[src/rtl/pwm_pkg.sv]
package pwm_pkg;
    localparam int VAL_W  = 16;
    localparam int ADDR_W = 2;

    typedef enum logic [ADDR_W-1:0] {
        REG_CTRL  = 2'd0,
        REG_RANGE = 2'd1,
        REG_DUTY  = 2'd2
    } reg_sel_e;

    typedef struct packed {
        logic [VAL_W-1:0] range;
        logic [VAL_W-1:0] duty;
    } pwm_cfg_t;

    typedef struct packed {
        logic hold;
        logic enable;
    } pwm_ctrl_t;

    function automatic logic sel_is(input logic [ADDR_W-1:0] a, input reg_sel_e s);
        return a == s;
    endfunction
endpackage

[src/rtl/pwm_cfg_regs.sv]
module pwm_cfg_regs
    import pwm_pkg::*;
(
    input  logic              clk,
    input  logic              rst,
    input  logic              wr_en,
    input  logic [ADDR_W-1:0] wr_addr,
    input  logic [VAL_W-1:0]  wr_data,
    input  logic              upd,
    input  logic              boundary,
    output pwm_ctrl_t         ctrl,
    output pwm_cfg_t          act,
    output logic              restart
);
    pwm_cfg_t pend;
    logic     armed;
    logic     ctrl_wr;
    logic     load;

    assign ctrl_wr = wr_en && sel_is(wr_addr, REG_CTRL);
    assign restart = ctrl_wr && wr_data[0] && !ctrl.enable;
    assign load    = restart || (boundary && (!ctrl.hold || armed));

    always_ff @(posedge clk) begin
        if (rst) begin
            pend  <= '0;
            act   <= '0;
            ctrl  <= '0;
            armed <= 1'b0;
        end else begin
            if (ctrl_wr) begin
                ctrl.enable <= wr_data[0];
                ctrl.hold   <= wr_data[1];
            end
            if (wr_en && sel_is(wr_addr, REG_RANGE)) pend.range <= wr_data;
            if (wr_en && sel_is(wr_addr, REG_DUTY))  pend.duty  <= wr_data;
            if (load) begin
                act   <= pend;
                armed <= upd;
            end else if (upd) begin
                armed <= 1'b1;
            end
        end
    end

    // active values only move at a boundary or a restart
    a_r4_active_stable: assert property (@(posedge clk) disable iff (rst)
        (ctrl.enable && !boundary) |=> $stable(act));

    // in hold mode nothing moves until the strobe has armed a transfer
    a_r5_hold_parks: assert property (@(posedge clk) disable iff (rst)
        (ctrl.hold && !armed && !restart) |=> $stable(act));
endmodule

[src/rtl/pwm_counter.sv]
module pwm_counter
    import pwm_pkg::*;
(
    input  logic     clk,
    input  logic     rst,
    input  logic     tick,
    input  logic     en,
    input  logic     restart,
    input  pwm_cfg_t act,
    output logic     boundary,
    output logic     pwm_out,
    output logic     wrap_pulse
);
    logic [VAL_W-1:0] cnt;

    assign boundary = en && tick && (cnt == act.range);
    assign pwm_out  = en && (cnt < act.duty);

    always_ff @(posedge clk) begin
        if (rst) begin
            cnt        <= '0;
            wrap_pulse <= 1'b0;
        end else begin
            wrap_pulse <= boundary;
            if (!en || restart || boundary) cnt <= '0;
            else if (tick)                  cnt <= cnt + 1'b1;
        end
    end

    // the count never passes the active period value
    a_r1_cnt_bounded: assert property (@(posedge clk) disable iff (rst)
        en |-> (cnt <= act.range));

    // no tick, no advance
    a_r1_tick_gates: assert property (@(posedge clk) disable iff (rst)
        (en && !tick) |=> $stable(cnt));

    // a high time above the period keeps the output high
    a_r3_full_duty: assert property (@(posedge clk) disable iff (rst)
        (en && (act.duty > act.range)) |-> pwm_out);

    // the wrap marker always sits on the first count of a period
    a_r9_wrap_at_zero: assert property (@(posedge clk) disable iff (rst)
        wrap_pulse |-> (cnt == '0));
endmodule

[src/rtl/pwm_buffered.sv]
module pwm_buffered
    import pwm_pkg::*;
(
    input  logic              clk,
    input  logic              rst,
    input  logic              tick,
    input  logic              wr_en,
    input  logic [ADDR_W-1:0] wr_addr,
    input  logic [VAL_W-1:0]  wr_data,
    input  logic              upd,
    output logic              pwm_out,
    output logic              wrap_pulse
);
    pwm_ctrl_t ctrl;
    pwm_cfg_t  act;
    logic      restart;
    logic      boundary;

    pwm_cfg_regs i_regs (
        .clk      (clk),
        .rst      (rst),
        .wr_en    (wr_en),
        .wr_addr  (wr_addr),
        .wr_data  (wr_data),
        .upd      (upd),
        .boundary (boundary),
        .ctrl     (ctrl),
        .act      (act),
        .restart  (restart)
    );

    pwm_counter i_cnt (
        .clk        (clk),
        .rst        (rst),
        .tick       (tick),
        .en         (ctrl.enable),
        .restart    (restart),
        .act        (act),
        .boundary   (boundary),
        .pwm_out    (pwm_out),
        .wrap_pulse (wrap_pulse)
    );

    // a disabling write silences the output on the next cycle
    a_r6_disable_cuts: assert property (@(posedge clk) disable iff (rst)
        (wr_en && (wr_addr == REG_CTRL) && !wr_data[0]) |=> !pwm_out);
endmodule

[config.mk]
export PLATFORM = sky130hd
export DESIGN_NAME = pwm_buffered
export DESIGN_NICKNAME = d
export VERILOG_FILES = /design/src/rtl/pwm_pkg.sv /design/src/rtl/pwm_cfg_regs.sv /design/src/rtl/pwm_counter.sv /design/src/rtl/pwm_buffered.sv
export SDC_FILE = /design/constraint.sdc
export NUM_CORES = 1
export LEC_CHECK = 0
export BUFFER_PORTS_ARGS = -buffer_cell sky130_fd_sc_hd__buf_2
export CORE_MARGIN = 5
export CORE_UTILIZATION = 60
export CTS_BUF_LIST = sky130_fd_sc_hd__clkbuf_16
export DETAILED_ROUTE_END_ITERATION = 7
export GPL_ROUTABILITY_DRIVEN = 1
export GPL_TIMING_DRIVEN = 1
export PLACE_DENSITY_LB_ADDON = 0.12
export SLEW_MARGIN = 20
export SYNTH_ARGS = -nofsm -noshare
export SYNTH_HDL_FRONTEND = slang
export SYNTH_HIERARCHICAL = 1
export SYNTH_SLANG_ARGS = --single-unit
[constraint.sdc]
create_clock -name clk -period 2.63 [get_ports clk]
set_input_delay 0.263 -clock clk [delete_from_list [all_inputs] [get_ports clk]]
set_output_delay 0.263 -clock clk [all_outputs]
set_load 0.02 [all_outputs]
# ---- Word level (Yosys, flattened, before mapping)
# Cells that the tools add are included.
dict set report word_totals {
  ff_bits 84
  latch_bits 0
  ram_bits 0
  rom_bits 0
  inputBits 23
  elab_cells 34
  mem_count 0
}
dict set report op_classes {
  addsub 1
  multipliers 0
  div 0
  n_lt_le_gt_ge 1
  n_eq_ne 3
  shift 0
  mux 2
  bitwise_logic 0
  n_reduce_logical 18
}
# operator n
set ops {}
lappend ops {{adder 16 x 1 -> 16 bit, second input constant} 1}
lappend ops {{equality test 16 bit} 1}
lappend ops {{less-than comparator 16 bit} 1}
lappend ops {{logical AND 1 bit} 9}
lappend ops {{logical OR 1 bit} 4}
lappend ops {{equality test 2 x 1 -> 1 bit, second input constant} 1}
lappend ops {{equality test 2 bit, second input constant} 1}
lappend ops {{logical NOT 1 bit} 2}
lappend ops {{logical NOT 2 bit} 1}
lappend ops {{2-to-1 mux 1 bit} 2}
lappend ops {{nonzero test 2 bit} 1}
lappend ops {{OR reduction 2 bit} 1}

# ---- Logic depth before layout (Yosys ltp)
# Gate-level depths: netlist (run 1).
dict set report logic_depth {
  depth_word 7
  depth_mapped 8
  depth_no_buf 7
}

# ---- Hierarchy
# Netlist (run 1), hierarchy kept.
# module instances cells_per_inst area_per_inst_um2
set by_module_without_submodules {}
lappend by_module_without_submodules {pwm_cfg_regs 1 295 2544.9}
lappend by_module_without_submodules {pwm_counter 1 162 1318.8}

# ---- Least setup slack after synthesis (run 1)
# OpenSTA, ideal clock, no wires.
dict set report synth_timing {
  path_kind {flip-flop to flip-flop}
  start {reg i_cnt.cnt[11]}
  end {reg i_regs/act[0] (netlist name)}
  setup_ps 120
  arrival_ps 1703
  required_time_ps 2510
  slack_ps 808
  stages_incl_launch_ff 8
  n_path_buf 1
  period_less_slack_ps 1822
  cell_sequence {dfxtp_1 xor2_1 nor4_2 nand4_2 nor3_1 a32oi_4 buf_6 mux2i_1}
}
dict set report synth_via {
  elab_chain_len 4
}
# element line
set synth_rtl {}
lappend synth_rtl {{start: declaration} pwm_counter.sv:14} ;# logic [VAL_W-1:0] cnt;
lappend synth_rtl {{start signal: assignment} pwm_counter.sv:26} ;# else if (tick) cnt <= cnt + 1'b1;
lappend synth_rtl {{equality test 16 bit} pwm_counter.sv:16} ;# assign boundary = en && tick && (cnt == act.range);
lappend synth_rtl {{logical AND 1 bit} pwm_counter.sv:16}
lappend synth_rtl {{net boundary} pwm_buffered.sv:17} ;# logic boundary;
lappend synth_rtl {{logical AND 1 bit} pwm_cfg_regs.sv:22} ;# assign load = restart || (boundary && (!ctrl.hold || armed));
lappend synth_rtl {{logical OR 1 bit} pwm_cfg_regs.sv:22}
# The timed path passes the listed nets, and every way through them passes these cells.
# A chain may end at the register's enable or synchronous reset.

# ---- Final worst setup path (run 1)
dict set report layout_timing {
  start {reg i_cnt.cnt[9]}
  end {out pwm_out}
}
dict set report layout_via {
  elab_chain_len 2
}
# element line
set layout_rtl {}
lappend layout_rtl {{less-than comparator 16 bit} pwm_counter.sv:17} ;# assign pwm_out = en && (cnt < act.duty);
lappend layout_rtl {{logical AND 1 bit} pwm_counter.sv:17}
lappend layout_rtl {{end: declaration} pwm_buffered.sv:11} ;# output logic pwm_out,
# No other way between the ends.

==> out/metrics.csv, run 1 <==
stage;metric;value;unit
clock_tree;clock sink total;84;
final_layout;Non-Filler Instances;553;
synth;post-synthesis async set-or-reset flop share;0;%
setup_path;worst-path fanout max;7;
detailed_routing;remaining antenna violation count after routing;0;
timing;Slew @ Worst Pin;736.2;ps
final_layout;commonest non-fill, non-tap cells in the layout;136 x nand2_1, 84 x dfxtp_1, 40 x a21oi_1;
placed_design;post-DP HPWL;5526;um
synth;syn_nets;496;
detailed_routing;routed vias;2970;
placed_design;Inst Count DP;537;
die;Die Wd;90.25;um
clock_tree;Max clock buf depth;2;
final_layout;most common cell after layout, fill and taps aside;nand2_1;
clock_tree;cts bufs inserted;9;
global_route;initial antenna violation count;0;
die;Starting Density;61.20;%
timing;RSZ-0062 raised after global routing;no;
clock_tree;cts hold-fix bufs;0;
synth;syn_area_per_cell;8.454;um2
global_route;largest net degree at the start of global routing;37;
detailed_routing;first-pass detailed-route iteration total;4;
synth;prevailing post-synth register cell;dfxtp_1;
detailed_routing;drt wl/cell;14.10;um
setup_path;CP required;2370;ps
synth;Post-Synthesis Cells;457;
clock_tree;Post-CTS Resized;0;
timing;Worst slew margin;50.77;%
setup_path;Crit-path slowest cell;dfxtp_1;
setup_path;critical path capture point type;output pin;
timing;fin crit period;2223;ps
final_layout;share of layout cells above drive strength 1;9.664;%
detailed_routing;drc violations;0;
timing;FMAX;449.8;MHz
global_route;total track usage;20.26;%
placed_design;I/O Buffers;24;
placed_design;area post-placement;3980;um2
global_route;total gr overflow;0;
setup_path;Top cell by count, worst path;a21oi_1;
synth;EDFF count, synth;0;
clock_tree;clock root buffer;clkbuf_16;
outcome;result of the run;finished, final reports clean;
die;die span in y;90.25;um
power;pwr dens;602.7;nW/um2
clock_tree;clk slew on worst S/H paths;60;ps
synth;unique cell type count in the Yosys netlist;33;
setup_path;CP peak stage delay;490;ps
setup_path;Startpoint Class;register;
power;Peak supply drop;444.3;uV
detailed_routing;number of vias per cell;5.371;
synth;synthesis-stage register bit count;84;
timing;final count of pins violating max slew;0;
timing;Final setup viols;0;
timing;Period Utilization, post-route;84.53;%
timing;setup TNS;0;ps
synth;synthesized area;3864;um2
clock_tree;clock latency on the worst-skew pair;340;ps
detailed_routing;Starting DRT DRC Count;155;
die;Core Rows;29;
die;core region area;6314;um2
clock_tree;setup bufs post-CTS;0;
setup_path;kind of critical path;reg -> out;
global_route;global-route wire length before repair;13460;um
die;die area;8144;um2
flow_run;Max-Cap Viols;0;
final_layout;P&R area growth vs syn;9.747;%
detailed_routing;total wire length;7800;um
worst_hold_path;Hold Crit Class;in -> reg;
synth;Synth Warn #;6;
clock_tree;CTS tree;built;
die;# IOs;25;
synth;register area share after synthesis;43.52;%
timing;clock skew;5.297;ps
final_layout;Layout Nets;510;
setup_path;CP Cell Sequence;ha_1 > a21o_1 > nand3_1 > a21oi_1 > a21oi_1 > and4_1 > buf_2;
global_route;vias in the first global route;2842;
final_layout;Finished Core Util;67.16;%
final_layout;Antenna diodes;0;
timing;Final Hold Viols;0;
setup_path;crit path DAT;1960;ps
final_layout;post-route cell area;4240;um2
power;LEAKAGE;0.001751;uW
placed_design;Placer Congestion;0.8445;
clock_tree;CTS H-tree depth;3;
[metal layers]
| metal | GRT usage, % | wire length (um) |
|---|---|---|
| met1 | 28.04 | 3836 |
| met2 | 30.73 | 3464 |
| met5 | 0 | 0 |
| met4 | 8.933 | 137 |
| met3 | 3.756 | 361 |
[synth_stat cells, types with 3 or more instances]
cell | count | area [um2]
nand2_1 | 136 | 510.5
dfxtp_1 | 84 | 1682
a21oi_1 | 40 | 200.2
mux2i_1 | 35 | 350.3
nor2_1 | 24 | 90.09
inv_1 | 19 | 71.32
clkbuf_1 | 16 | 60.06
ha_1 | 16 | 200.2
xor2_1 | 16 | 140.1
xnor2_1 | 15 | 131.4
nand3_1 | 7 | 35.03
nand4_1 | 7 | 43.79
nor3_1 | 5 | 25.02
buf_2 | 4 | 20.02
buf_6 | 4 | 45.04
nor4_1 | 4 | 25.02
nor2b_1 | 3 | 18.77
o21ai_0 | 3 | 15.01
[final timing paths]
path                   from             to  slack (ps)  depth (start not counted)
min reg2reg  i_regs/pend[2]  i_regs/act[2]         450                          2
min                     upd   i_regs/armed         150                          2
max            i_cnt/cnt[9]        pwm_out         410                          7
max reg2reg   i_cnt/cnt[11]   i_regs/armed         480                          7
[worst max-delay path, delay by kind of cell, from the launching register on]
family	cells	cell delay [ps]
compound gates	3	360
flops	1	490
fa+ha+maj	1	320
simple gates	2	280
buf+inv	1	170
[kinds of logic (layout without fill, tap and decap cells)]
kind of cell             count (synthesis)  after routing  share of synthesized area [%]
multiplexers                            35             35                          9.067
flip-flops                              84             84                          43.52
XOR/XNOR                                31             31                          7.027
adder cells (fa/ha/maj)                 16             16                          5.181
AO/OA/AOI/OAI                           47             47                          7.254
AND/OR/NAND/NOR                        200            200                          22.73
buffers and inverters                   44             63                          5.214
[flip-flops by register name, indices dropped and copies added (netlist names)]
signal / flops
i_regs/act: 32
i_cnt/cnt: 16
i_regs/pend: 32
i_regs/ctrl: 2
i_regs/armed: 1
i_cnt/wrap_pulse: 1
[per-stage QoR]
stage          power, uW  hold WS (ps)  setup WS (ps)
6_report            2556         145.4          406.9
2_1_floorplan       1428         341.5          807.6
5_1_grt             2659         148.6          317.3
3_5_place_dp        1469         446.5          477.1
4_1_cts             2573         140.1          405.8
3_3_place_gp        1466         442.9          490.4
[final cells by class]
cell class / count / area (um2)
fillers: 536 / 2073
clock buffers: 9 / 225.2
well taps: 77 / 96.34
repair buffers: 28 / 150.1
multi-input cells: 329 / 1981
clock inverters: 7 / 35.03
inverters: 19 / 71.32
flip-flops and latches: 84 / 1682
[where the power goes]
group	internal, uW	switching, uW	total, uW
clock network	624	491	1110
registers	1290	11.4	1310
logic	50.6	84.6	135
No activity file was read; power rests on OpenSTA's default activity.
==> run 2: changes to the inputs <==
--- a/config.mk
+++ b/config.mk
@@ -7,7 +7,7 @@
 export LEC_CHECK = 0
 export BUFFER_PORTS_ARGS = -buffer_cell sky130_fd_sc_hd__buf_2
 export CORE_MARGIN = 5
-export CORE_UTILIZATION = 60
+export CORE_UTILIZATION = 54
 export CTS_BUF_LIST = sky130_fd_sc_hd__clkbuf_16
 export DETAILED_ROUTE_END_ITERATION = 7
 export GPL_ROUTABILITY_DRIVEN = 1
==> constraint.sdc (replaced) <==
create_clock -name clk -period 1.9 [get_ports clk]
set_input_delay 0.19 -clock clk [delete_from_list [all_inputs] [get_ports clk]]
set_output_delay 0.19 -clock clk [all_outputs]
set_load 0.02 [all_outputs]
==> out/metrics.csv, run 2 (synthesis results as in run 1) <==
stage;metric;value;unit
outcome;result of the run;complete, but fails checks;
outcome;failing checks;setup timing;
die;die area;8946;um2
global_route;total track usage;20.41;%
global_route;largest net degree at the start of global routing;37;
power;pwr dens;818.5;nW/um2
power;combinational power share;5.5;%
worst_hold_path;Hold Crit Class;in -> reg;
power;Switching Share;22.05;%
setup_path;worst-path fanout max;5;
final_layout;Layout Nets;534;
final_layout;Finished Core Util;69.18;%
power;Clk pwr share;48.1;%
setup_path;crit path DAT;1860;ps
clock_tree;clock sink total;84;
placed_design;Inst Count DP;574;
placed_design;I/O Buffers;24;
timing;Final setup viols;1;
clock_tree;cts bufs inserted;9;
final_layout;Antenna diodes;0;
detailed_routing;Starting DRT DRC Count;117;
final_layout;commonest non-fill, non-tap cells in the layout;135 x nand2_1, 71 x dfxtp_1, 38 x a21oi_1;
power;P_int;3032;uW
setup_path;Reg2Reg Depth;8;
die;Starting Density;56.25;%
power;Final Total Pwr;3890;uW
setup_path;Buf/Inv on CP;2;
clock_tree;clock latency on the worst-skew pair;330;ps
clock_tree;CTS tree;built;
timing;FMAX;486.8;MHz
final_layout;P&R area growth vs syn;22.99;%
detailed_routing;first-pass detailed-route iteration total;4;
power;Flop pwr share;46.4;%
flow_run;Max-Cap Viols;0;
clock_tree;CTS H-tree depth;3;
placed_design;Placer Congestion;0.8371;
die;core region area;6869;um2
setup_path;delay-heaviest family, CP;compound AO/OA/AOI/OAI gates;
detailed_routing;total wire length;8733;um
power;P_sw;857.7;uW
timing;Slew @ Worst Pin;648.6;ps
power;Peak supply drop;655.9;uV
die;die span in y;94.59;um
global_route;initial antenna violation count;0;
final_layout;Non-Filler Instances;596;
setup_path;Crit Reg-Reg Endpoint;i_regs/act[5];
clock_tree;clk slew on worst S/H paths;60;ps
detailed_routing;drc violations;0;
timing;worst slack on hold paths;91.95;ps
global_route;global-route wire length before repair;14190;um
setup_path;CP required;1710;ps
die;Core Rows;30;
final_layout;Largest regs;i_regs/act: 32 flops, i_regs/pend: 32 flops, i_cnt/cnt: 16 flops;
setup_path;CP peak stage delay;330;ps
clock_tree;clock root buffer;clkbuf_16;
setup_path;Crit-path slowest cell;dfxtp_2;
timing;Worst slew margin;56.63;%
detailed_routing;number of vias per cell;5.151;
final_layout;most common cell after layout, fill and taps aside;nand2_1;
timing;final count of pins violating max slew;0;
setup_path;CP startpoint;i_cnt/cnt[7];
final_layout;storage element area;1703;um2
placed_design;post-DP HPWL;6023;um
timing;PnR worst setup slack;-154.1;ps
setup_path;crit path to;pwm_out;
detailed_routing;routed vias;3070;
detailed_routing;drt wl/cell;14.65;um
clock_tree;Max clock buf depth;2;
die;Die Wd;94.59;um
setup_path;slack of the worst reg-to-reg path;30;ps
die;# IOs;25;
setup_path;critical path capture point type;output pin;
timing;Period Utilization, post-route;108.1;%
timing;Final Hold Viols;0;
timing;clock skew;8.659;ps
setup_path;kind of critical path;reg -> out;
global_route;vias in the first global route;2925;
setup_path;CP Cell Sequence;buf_6 > ha_4 > a21oi_1 > o21ai_1 > a21oi_1 > and4_4 > buf_6;
final_layout;FILL cells;578;
detailed_routing;remaining antenna violation count after routing;0;
global_route;total gr overflow;0;
timing;RSZ-0062 raised after global routing;yes;
setup_path;Startpoint Class;register;
setup_path;Crit Reg-Reg Startpoint;i_cnt/cnt[7];
timing;setup TNS;-154.1;ps
power;LEAKAGE;0.001944;uW
final_layout;area occupied by multi-input gates;2127;um2
timing;fin crit period;2054;ps
final_layout;share of layout cells above drive strength 1;21.20;%
setup_path;stages on the worst setup path;7;
## run 2: cell count changes in the layout (fill, tap and decap cells not counted), sizes merged
cell and change:
buf +24, bufinv +2, clkinv -3, inv +1
## run 2: layer usage
layer,GRT usage (%),wire [um]
met5,0,0
met1,28.45,4135
met2,31.09,4100
met4,9.014,160
met3,3.347,336
## run 2: power groups by stage
stage / combinational, uW / clock [uW] / sequential (uW)
finish: 213 / 1870 / 1800
global route: 235 / 1980 / 1810
CTS: 209 / 1900 / 1810
detailed placement: 204 / 0 / 1850
global placement: 201 / 0 / 1850
floorplan: 134 / 0 / 1840
## run 2: worst min-delay path by stage
stage	startpoint	end	slack (ps)	cells past startpoint
floorplan	rst	i_cnt/wrap_pulse	270	1
global placement	upd	i_regs/armed	420	2
detailed placement	upd	i_regs/armed	430	2
CTS	upd	i_regs/armed	80	2
global route	wr_data[3]	i_regs/pend[3]	100	3
finish	upd	i_regs/armed	90	2
## run 2: what timing repair did
action,in CTS,in global routing
buffers inserted,2,4
setup endpoints to repair,31,18
pin swaps,6,5
hold buffers,0,0
cloned,0,0
resized for setup,31,16
## run 2: cell type report
cell class / count / area share [%]
repair buffers: 52 / 8.610
well taps: 96 / 2.528
clock inverters: 7 / 2.027
inverters: 19 / 1.501
flip-flops and latches: 84 / 35.83
multi-input cells: 329 / 44.76
clock buffers: 9 / 4.739
## run 2: metrics by stage
step	instance area [um2]	worst slack, ps
2_1_floorplan	3864	77.65
3_3_place_gp	4189	41.43
3_5_place_dp	4189	-44.40
4_1_cts	4659	-58.51
5_1_grt	4752	-179.7
6_report	4752	-154.1
